$ cat src/rtl/lmx_pkg.sv
package lmx_pkg;

    localparam int LMX_N_SRC_DEF  = 8;
    localparam int LMX_DEPTH_DEF  = 16;
    localparam int LMX_DATA_W_DEF = 16;
    localparam int LMX_DELAY_DEF  = 76;

    // Control bits that ride along with every stream word.
    typedef struct packed {
        logic sow;
        logic valid;
    } lmx_ctl_t;

    // Index width that never collapses to zero bits.
    function automatic int idx_w(input int n);
        return (n > 1) ? $clog2(n) : 1;
    endfunction

endpackage

$ cat src/rtl/lmx_tx_scan.sv
module lmx_tx_scan
    import lmx_pkg::*;
#(
    parameter int N_SRC  = LMX_N_SRC_DEF,
    parameter int DEPTH  = LMX_DEPTH_DEF,
    parameter int DATA_W = LMX_DATA_W_DEF,
    localparam int TAG_W  = idx_w(N_SRC),
    localparam int ADDR_W = idx_w(DEPTH),
    localparam int CNT_W  = $clog2(DEPTH + 1)
) (
    input  logic                    clk,
    input  logic                    rst,
    input  logic                    evt_start,
    input  logic [N_SRC*CNT_W-1:0]  src_count,
    output logic [N_SRC-1:0]        src_rd_en,
    output logic [ADDR_W-1:0]       src_rd_addr,
    input  logic [N_SRC*DATA_W-1:0] src_rd_data,
    output lmx_ctl_t                out_ctl,
    output logic [TAG_W-1:0]        out_tag,
    output logic [DATA_W-1:0]       out_data
);

    logic [CNT_W-1:0] snap_q [N_SRC];
    logic [N_SRC-1:0] done_q;
    logic             busy_q;
    logic [TAG_W-1:0] cur_q;
    logic [CNT_W-1:0] ptr_q;

    logic [N_SRC-1:0] pending;
    logic             any_pending;
    logic [TAG_W-1:0] pick;
    logic [TAG_W-1:0] sel_now;
    logic [CNT_W-1:0] ptr_now;
    logic [CNT_W-1:0] sel_cnt;
    logic             fire;
    logic             last;

    function automatic logic [CNT_W-1:0] clamp_cnt(input logic [CNT_W-1:0] c);
        return (c > CNT_W'(DEPTH)) ? CNT_W'(DEPTH) : c;
    endfunction

    // Priority encoder: lowest index with unread entries wins.
    always_comb begin
        pick = '0;
        for (int i = N_SRC - 1; i >= 0; i--) begin
            pending[i] = (snap_q[i] != '0) && !done_q[i];
            if (pending[i]) pick = TAG_W'(i);
        end
        any_pending = |pending;
    end

    always_comb begin
        sel_now     = busy_q ? cur_q : pick;
        ptr_now     = busy_q ? ptr_q : '0;
        sel_cnt     = snap_q[sel_now];
        fire        = !evt_start && (busy_q || any_pending);
        last        = (ptr_now + CNT_W'(1)) == sel_cnt;
        src_rd_addr = ptr_now[ADDR_W-1:0];
    end

    generate
        for (genvar g = 0; g < N_SRC; g++) begin : g_rd_en
            assign src_rd_en[g] = fire && (sel_now == TAG_W'(g));
        end
    endgenerate

    always_ff @(posedge clk) begin
        if (rst) begin
            for (int i = 0; i < N_SRC; i++) snap_q[i] <= '0;
            done_q <= '0;
            busy_q <= 1'b0;
            cur_q  <= '0;
            ptr_q  <= '0;
        end else if (evt_start) begin
            for (int i = 0; i < N_SRC; i++)
                snap_q[i] <= clamp_cnt(src_count[i*CNT_W +: CNT_W]);
            done_q <= '0;
            busy_q <= 1'b0;
            ptr_q  <= '0;
        end else if (fire) begin
            if (last) begin
                busy_q          <= 1'b0;
                ptr_q           <= '0;
                done_q[sel_now] <= 1'b1;
            end else begin
                busy_q <= 1'b1;
                cur_q  <= sel_now;
                ptr_q  <= ptr_now + CNT_W'(1);
            end
        end
    end

    // Two-stage output: request stage, then data capture stage.
    logic             p1_valid;
    logic             p1_sow;
    logic [TAG_W-1:0] p1_tag;

    always_ff @(posedge clk) begin
        if (rst) begin
            p1_valid <= 1'b0;
            p1_sow   <= 1'b0;
            p1_tag   <= '0;
            out_ctl  <= '0;
            out_tag  <= '0;
            out_data <= '0;
        end else begin
            p1_valid      <= fire;
            p1_sow        <= evt_start;
            p1_tag        <= fire ? sel_now : '0;
            out_ctl.valid <= p1_valid;
            out_ctl.sow   <= p1_sow;
            out_tag       <= p1_valid ? p1_tag : '0;
            out_data      <= p1_valid ? src_rd_data[p1_tag*DATA_W +: DATA_W] : '0;
        end
    end

    // never two sources read at once
    a_r1_onehot_read: assert property (@(posedge clk) disable iff (rst)
        $onehot0(src_rd_en));

    // window opening cycle issues no read
    a_r4_quiet_on_start: assert property (@(posedge clk) disable iff (rst)
        evt_start |-> (src_rd_en == '0));

    // a source mid-drain keeps the read port
    a_r2_hold_source: assert property (@(posedge clk) disable iff (rst)
        ((|src_rd_en) && !last && !evt_start) |=>
            (evt_start || src_rd_en == $past(src_rd_en)));

    // consecutive addresses within a drain
    a_r1_addr_step: assert property (@(posedge clk) disable iff (rst)
        ((|src_rd_en) && !last && !evt_start) |=>
            (evt_start || src_rd_addr == $past(src_rd_addr) + ADDR_W'(1)));

    // idle stream words are clean
    a_r5_idle_clean: assert property (@(posedge clk) disable iff (rst)
        !out_ctl.valid |-> (out_tag == '0 && out_data == '0));

endmodule

$ cat src/rtl/lmx_delay_line.sv
module lmx_delay_line #(
    parameter int W     = 8,
    parameter int DELAY = 4
) (
    input  logic         clk,
    input  logic         rst,
    input  logic [W-1:0] din,
    output logic [W-1:0] dout
);

    generate
        if (DELAY == 0) begin : g_wire
            assign dout = din;
        end else begin : g_chain
            logic [W-1:0] stage [DELAY];
            always_ff @(posedge clk) begin
                if (rst) begin
                    for (int k = 0; k < DELAY; k++) stage[k] <= '0;
                end else begin
                    stage[0] <= din;
                    for (int k = 1; k < DELAY; k++) stage[k] <= stage[k-1];
                end
            end
            assign dout = stage[DELAY-1];
        end
    endgenerate

endmodule

$ cat src/rtl/lmx_rx_route.sv
module lmx_rx_route
    import lmx_pkg::*;
#(
    parameter int N_SRC  = LMX_N_SRC_DEF,
    parameter int DEPTH  = LMX_DEPTH_DEF,
    parameter int DATA_W = LMX_DATA_W_DEF,
    localparam int TAG_W  = idx_w(N_SRC),
    localparam int ADDR_W = idx_w(DEPTH)
) (
    input  logic              clk,
    input  logic              rst,
    input  lmx_ctl_t          in_ctl,
    input  logic [TAG_W-1:0]  in_tag,
    input  logic [DATA_W-1:0] in_data,
    output logic [N_SRC-1:0]  dst_wr_en,
    output logic [ADDR_W-1:0] dst_wr_addr,
    output logic [DATA_W-1:0] dst_wr_data
);

    logic [ADDR_W-1:0] wptr_q [N_SRC];

    generate
        for (genvar g = 0; g < N_SRC; g++) begin : g_wr_en
            assign dst_wr_en[g] = in_ctl.valid && (in_tag == TAG_W'(g));
        end
    endgenerate

    assign dst_wr_addr = wptr_q[in_tag];
    assign dst_wr_data = in_data;

    always_ff @(posedge clk) begin
        if (rst || in_ctl.sow) begin
            for (int i = 0; i < N_SRC; i++) wptr_q[i] <= '0;
        end else if (in_ctl.valid) begin
            wptr_q[in_tag] <= wptr_q[in_tag] + ADDR_W'(1);
        end
    end

    // one destination written per cycle
    a_r7_one_write: assert property (@(posedge clk) disable iff (rst)
        $onehot0(dst_wr_en));

    // first write after the marker lands at slot 0
    a_r8_sow_clears: assert property (@(posedge clk) disable iff (rst)
        in_ctl.sow |=> ((|dst_wr_en) |-> dst_wr_addr == '0));

endmodule

$ cat src/rtl/lmx_link_mux.sv
module lmx_link_mux
    import lmx_pkg::*;
#(
    parameter int N_SRC      = LMX_N_SRC_DEF,
    parameter int DEPTH      = LMX_DEPTH_DEF,
    parameter int DATA_W     = LMX_DATA_W_DEF,
    parameter int LINK_DELAY = LMX_DELAY_DEF,
    localparam int TAG_W  = idx_w(N_SRC),
    localparam int ADDR_W = idx_w(DEPTH),
    localparam int CNT_W  = $clog2(DEPTH + 1),
    localparam int WORD_W = 2 + TAG_W + DATA_W
) (
    input  logic                    clk,
    input  logic                    rst,
    input  logic                    evt_start,
    input  logic [N_SRC*CNT_W-1:0]  src_count,
    output logic [N_SRC-1:0]        src_rd_en,
    output logic [ADDR_W-1:0]       src_rd_addr,
    input  logic [N_SRC*DATA_W-1:0] src_rd_data,
    output logic                    link_valid,
    output logic                    link_sow,
    output logic [TAG_W-1:0]        link_tag,
    output logic [DATA_W-1:0]       link_data,
    output logic [N_SRC-1:0]        dst_wr_en,
    output logic [ADDR_W-1:0]       dst_wr_addr,
    output logic [DATA_W-1:0]       dst_wr_data
);

    lmx_ctl_t          tx_ctl;
    logic [TAG_W-1:0]  tx_tag;
    logic [DATA_W-1:0] tx_data;
    logic [WORD_W-1:0] far_word;
    lmx_ctl_t          far_ctl;
    logic [TAG_W-1:0]  far_tag;
    logic [DATA_W-1:0] far_data;

    lmx_tx_scan #(.N_SRC(N_SRC), .DEPTH(DEPTH), .DATA_W(DATA_W)) u_tx (
        .clk         (clk),
        .rst         (rst),
        .evt_start   (evt_start),
        .src_count   (src_count),
        .src_rd_en   (src_rd_en),
        .src_rd_addr (src_rd_addr),
        .src_rd_data (src_rd_data),
        .out_ctl     (tx_ctl),
        .out_tag     (tx_tag),
        .out_data    (tx_data)
    );

    lmx_delay_line #(.W(WORD_W), .DELAY(LINK_DELAY)) u_link (
        .clk  (clk),
        .rst  (rst),
        .din  ({tx_ctl, tx_tag, tx_data}),
        .dout (far_word)
    );

    assign {far_ctl, far_tag, far_data} = far_word;

    lmx_rx_route #(.N_SRC(N_SRC), .DEPTH(DEPTH), .DATA_W(DATA_W)) u_rx (
        .clk         (clk),
        .rst         (rst),
        .in_ctl      (far_ctl),
        .in_tag      (far_tag),
        .in_data     (far_data),
        .dst_wr_en   (dst_wr_en),
        .dst_wr_addr (dst_wr_addr),
        .dst_wr_data (dst_wr_data)
    );

    assign link_valid = tx_ctl.valid;
    assign link_sow   = tx_ctl.sow;
    assign link_tag   = tx_tag;
    assign link_data  = tx_data;

    // the marker follows the window opening by two cycles
    a_r8_sow_timing: assert property (@(posedge clk) disable iff (rst)
        $past(evt_start, 2) |-> link_sow);

endmodule

$ cat config.mk
export PLATFORM = sky130hd
export DESIGN_NAME = lmx_link_mux
export DESIGN_NICKNAME = d
export VERILOG_FILES = /design/src/rtl/lmx_pkg.sv /design/src/rtl/lmx_tx_scan.sv /design/src/rtl/lmx_delay_line.sv /design/src/rtl/lmx_rx_route.sv /design/src/rtl/lmx_link_mux.sv
export SDC_FILE = /design/constraint.sdc
export NUM_CORES = 2
export LEC_CHECK = 0
export BUFFER_PORTS_ARGS = -buffer_cell sky130_fd_sc_hd__buf_2
export CAP_MARGIN = 20
export CORE_UTILIZATION = 26
export DETAILED_ROUTE_END_ITERATION = 7
export PLACE_DENSITY_LB_ADDON = 0.12
export SLEW_MARGIN = 20
export SYNTH_ARGS = -nofsm -noshare
export SYNTH_HDL_FRONTEND = slang
export SYNTH_SLANG_ARGS = --single-unit
$ cat constraint.sdc
create_clock -name clk -period 4.05 [get_ports clk]
set_input_delay 0.6075 -clock clk [delete_from_list [all_inputs] [get_ports clk]]
set_output_delay 0.6075 -clock clk [all_outputs]
set_load 0.03 [all_outputs]
== After elaboration in Yosys (flattened, before gate mapping) ==
Memory sizes are Yosys's and may differ from the RTL's.
Cells that the tools add are included.

* Bits of input ports: 171
* Bits in writable memories: 1668
* Logic and storage cells: 305
* Flip-flop bits (word level): 43
* Memories kept: 3
* Output and inout port bits: 61

{| class="wikitable"
|+ Memories
! name !! depth !! bits a word !! read ports !! clocked after Yosys merged registers in !! write ports !! line !! source
|-
| u_link.g_chain.stage || 76 || 21 || 76 || 0 || 76 || lmx_delay_line.sv:15 || <nowiki>logic [W-1:0] stage [DELAY];</nowiki>
|-
| u_tx.snap_q || 8 || 5 || 9 || 0 || 8 || lmx_tx_scan.sv:23 || <nowiki>logic [CNT_W-1:0] snap_q [N_SRC];</nowiki>
|-
| u_rx.wptr_q || 8 || 4 || 1 || 0 || 8 || lmx_rx_route.sv:20 || <nowiki>logic [ADDR_W-1:0] wptr_q [N_SRC];</nowiki>
|}

* Shift-type cells: 1
* Equality and inequality tests: 15
* $add $sub $neg: 2
* Reductions and logical operators: 54
* Order comparisons: 10
* Mux-type cells: 120
* Bitwise gates (word level): 89

{| class="wikitable"
|+ Operator list
! cell !! count
|-
| $mux 21 || 76
|-
| $shiftx 128x8->16 || 1
|-
| $mux 5 || 18
|-
| $or 1x1->1 || 84
|-
| $gt 5x5->1 const B || 8
|-
| $reduce_bool 5->1 || 8
|-
| $mux 3 || 10
|-
| $logic_and 1x1->1 || 26
|-
| $eq 3x3->1 const B || 8
|-
| $mux 1 || 14
|-
| $eq 3x2->1 const B || 4
|-
| $logic_not 1->1 || 9
|-
| $or 8x8->8 || 1
|-
| $reduce_or 8->1 || 1
|-
| $eq 3x1->1 const B || 2
|-
| $logic_not 3->1 || 2
|-
| $reduce_or 2->1 || 3
|-
| $add 5x1->5 const B || 1
|-
| $eq 5x5->1 || 1
|-
| $add 4x1->4 const B || 1
|-
| $lt 3x4->1 const B || 1
|-
| $mux 4 || 1
|-
| $not 1->1 || 4
|-
| $reduce_or 4->1 || 1
|-
| 5 further kinds || 6
|}

== Logic depth before layout (Yosys ltp) ==
* Word-level depth: 16
* Mapped depth: 14
* Gate-level depth less buffers: 10

== Cells and area by module ==
Synthesis repeated with hierarchy kept, for this count alone.

* Cells, all modules: 3937
* Area total of the unflattened synthesis: 50038.0 um^2

{| class="wikitable"
|+ By module, submodules not included
! module !! cells an instance !! times used !! seq. area each (um^2) !! area an instance (um^2)
|-
| lmx_delay_line || 3390 || 1 || 31950.6 || 43494.2
|-
| lmx_tx_scan || 408 || 1 || 2062.0 || 4740.8
|-
| lmx_rx_route || 139 || 1 || 960.9 || 1803.0
|}

== Worst setup path before layout ==
No wires, ideal clock.

* Path kind: register -> register
* Start point: memory u_tx.snap_q[3][0] in the netlist's numbering
* End point: register u_tx.done_q[1]
* Setup slack: 862 ps
* Library setup time: 117 ps
* Clock period less this slack: 3188 ps
* Path buffers: 1
* Stages on the path, launching flop included: 12
* Required time: 3933 ps
* Arrival: 3072 ps
* Cells stage by stage: edfxtp_1 -> or4_4 -> o21ba_4 -> a211o_4 -> a21oi_4 -> nor2_2 -> mux2_4 -> or4_4 -> nand4_2 -> nor2_4 -> buf_6 -> a22o_1

{| class="wikitable"
|+ RTL lines
! element !! line !! source
|-
| start: declaration || lmx_tx_scan.sv:23 ||
|-
| end signal: assignment || lmx_tx_scan.sv:70 || <nowiki>done_q <= '0;</nowiki>
|-
| end signal: assignment || lmx_tx_scan.sv:77 || <nowiki>done_q <= '0;</nowiki>
|-
| end signal: indexed assignment || lmx_tx_scan.sv:84 || <nowiki>done_q[sel_now] <= 1'b1;</nowiki>
|-
| end: declaration || lmx_tx_scan.sv:24 || <nowiki>logic [N_SRC-1:0] done_q;</nowiki>
|}

==> out/metrics.yaml <==
power:
  p_int_mw: 27.2
  vdd_drop_max_v: 0.000335
  p_switching_mw: 7.26
  power_leakage_nw: 23.0
  clockPowerShare_pct: 48.0
  p_sw_share_pct: 21.0
  p_per_area_nw_per_um2: 580
  seqPwrFrac_pct: 49.5
  power_frac_comb_pct: 2.5
clock_network:
  clockRootBuffer: "clkbuf_16"
  clkTransAtPathRegs_ps: 50
  numCtsBuffers: 183
  clock_path_buffers: 3
  insertion_delay_ps: 780
  ctsHoldBuffers: 0
  cts_tree: "yes"
  h-tree-depth: 4
  cts.sinks: 1711
timing:
  finalCriticalPeriod_ps: 3860
  slew_viol_final: 0
  hold_viol_final: 0
  worst_slew_pin_slew_ps: 1110
  period_share_pct: 95.2
  fin_skew_ps: 22.6
  max_freq_ghz: 0.259
  relSlewSlack_pct: 25.3
  setup_viol: 0
  holdWs_ps: 125
layout:
  final_area_um2: 59500
  nFillCells: 19200
  fin_util_pct: 31.7
  area_growth_syn_to_layout_pct: 20.9
  fin_nets: 4390
  drive_gt1_share_pct: 15.2
grt:
  antenna_found_initial: 2
  overflow: 0
  grt_max_degree: 198
  track_usage_pct: 8.50
  grt_pass1_wl_mm: 133
  first_global_vias: 25300
setup_path:
  cpMostUsedCell: "buf_4"
  cp_num_buf_inv: 3
  end_kind: "output pin"
  slowest_stage: "or4_4"
  worstPathCellList: "or4_4 -> o21ba_4 -> a211o_4 -> a21oi_4 -> nor2_4 -> buf_4 -> nand2_1 -> buf_6 -> nor2_1 -> buf_4"
  startpoint_type: "flop"
  max_stage_delay_ps: 570
  path_class: "flop to output pin"
  critPathArrivalTime_ps: 3250
  rr_startpoint: "u_tx.snap_q[4][4]"
  required_ps: 3440
  crit_fanout: 5
  crit_start: "u_tx.snap_q[3][3]"
  crit_family: "compound AO/OA/AOI/OAI gates"
hold_path:
  min_from: "src_count[36]"
  holdCritPathClass: "primary input to flop"
synth:
  syn_area_um2: 49200
  syn_area_per_cell_um2: 12.4
  synth.top_cell.area_share_pct: 66.6
  synth-seq-area-share_pct: 71.0
  yosysMostFrequentCell: "dfxtp_1"
  yosys.area_share.simple_pct: 22.8
  syn_nets: 4129
  synth_top_family_by_area: "simple AND/OR/NAND/NOR gates"
  synthFlopType: "dfxtp_1"
  yosys.area.top_type: "dfxtp_1"
  synth.area.top_cells: "dfxtp_1 67%, nor2b_1 20%, edfxtp_1 4.4%, mux4_2 1.8%, clkbuf_1 1.5%"
  synth_edf_count: 72
  synthMuxAreaShare_pct: 2.36
  yosys_register_bits: 1711
  synthTopCellsByCount: "1639 x dfxtp_1, 1605 x nor2b_1, 201 x clkbuf_1"
  yosys_warnings: 0
  synth_compound_area_share_pct: 1.70
  synth_xor_area_share_pct: 0.125
  synth_cell_types: 73
  synthAdderAreaFrac_pct: 0.0508
  synth_async_sr_flop_share_pct: 0
  synth_cells: 3956
run_status:
  status: "finished with violations"
  failed_checks: "design-rule violations"
die:
  initial_core_util_pct: 26.2
  std_cell_rows: 159
  ios: 232
  die_h_um: 437
  core_um2: 188000
  dieArea_um2: 191000
  die_x_um: 437
placed_design:
  post_dp_cell_area_um2: 53200
  globalplace.congestion: 0.719
  numPortBuffers: 231
  dp.final_hpwl_mm: 44.2
route:
  routedWlPerCell_um: 11.8
  drc: 5
  initialDrtViolationCount: 1181
  ant_nets: 0
  vias: 25700
  dr.pass1.iters: 8
  wirelength_mm: 80.9
  via_per_inst: 3.75
run:
  drv_cap: 0
==> logic make-up after synthesis <==
| group | count (synthesis) |
|---|---|
| flip-flops | 1711 |
| XOR/XNOR | 7 |
| adder cells (fa/ha/maj) | 2 |
| AO/OA/AOI/OAI | 106 |
| multiplexers | 65 |
| AND/OR/NAND/NOR | 1826 |
| buffers and inverters | 239 |
==> flip-flops by register name, indices dropped and copies added (netlist names), 3 cells and up <==
name                  cells
u_link.g_chain.stage   1596
u_tx.snap_q              40
u_rx.wptr_q              32
u_tx.out_data            16
u_tx.done_q               8
u_tx.ptr_q                5
u_tx.cur_q                3
u_tx.out_tag              3
u_tx.p1_tag               3
==> routing by layer <==
metal	GRT usage [%]	share of wire [%]	up-vias
met5	0	0.021	-
met4	4.00	3.5	2
met3	2.58	5.3	224
met2	13.5	45	395
met1	10.5	46	12200
li1	-	-	12900
==> placed cells by master, fill, tap and decap left out, types with 20 or more instances in the layout <==
| cell type | netlist | final |
|---|---|---|
| mux2i_1 | 20 | 20 |
| dfxtp_1 | 1639 | 1638 |
| clkbuf_1 | 201 | 51 |
| buf_4 | 17 | 60 |
| nor2b_1 | 1605 | 1605 |
| edfxtp_1 | 72 | 72 |
| nor3b_1 | 25 | 25 |
| mux4_2 | 40 | 40 |
| clkbuf_8 | 0 | 52 |
| nor2_1 | 88 | 87 |
| buf_2 | 2 | 227 |
| and2_1 | 24 | 24 |
| clkbuf_16 | 0 | 189 |
==> through the flow <==
step | worst slack, ps | setup TNS [ps] | power, mW | cells
finish | 194 | 0 | 34.5 | 6859
global route | -2.50 | -2.50 | 36.1 | 6859
CTS | 2.65 | 0 | 35.3 | 6855
detailed placement | 16.4 | 0 | 18.3 | 6522
global placement | -24.2 | -24.7 | 18.3 | 6522
floorplan | 862 | 0 | 17.9 | 3956
==> path summary, 6_finish.rpt <==
path / slack, ps / to / cells after the start
max: 190 / src_rd_en[5] / 10
min: 130 / u_tx.snap_q[7][1] / 2
max reg2reg: 270 / u_tx.cur_q[0] / 12
min reg2reg: 420 / u_link.g_chain.stage[0][153] / 1
==> power by group through the flow <==
stage	clock [mW]	combinational, mW	sequential [mW]
global placement	0	0.901	17.4
global route	18.1	0.978	17.1
detailed placement	0	0.887	17.4
floorplan	0	0.514	17.4
CTS	17.4	0.905	17.1
finish	16.6	0.877	17.1
==> what timing repair did <==
item | 4_1_cts | 5_1_grt
endpoints found under the setup margin | 9 | 7
setup buffers | 2 | 2
gates resized for setup | 17 | 9
hold endpoints to repair | 0 | 0
pin swaps | 2 | 3
==> final cells by class <==
| type | count | area (um^2) | share of cell area, % |
|---|---|---|---|
| sequential | 1711 | 35000 | 58.8 |
| clock buffer | 292 | 5640 | 9.47 |
| antenna | 1 | 2.50 | 0.00420 |
| multi-input combinational | 2006 | 13400 | 22.5 |
| inverter | 13 | 48.8 | 0.0820 |
| clock inverter | 39 | 488 | 0.820 |
| tap | 2495 | 3120 | 5.25 |
| timing repair buffer | 302 | 1860 | 3.13 |
Note: power is estimated with default switching activity, not from simulation.
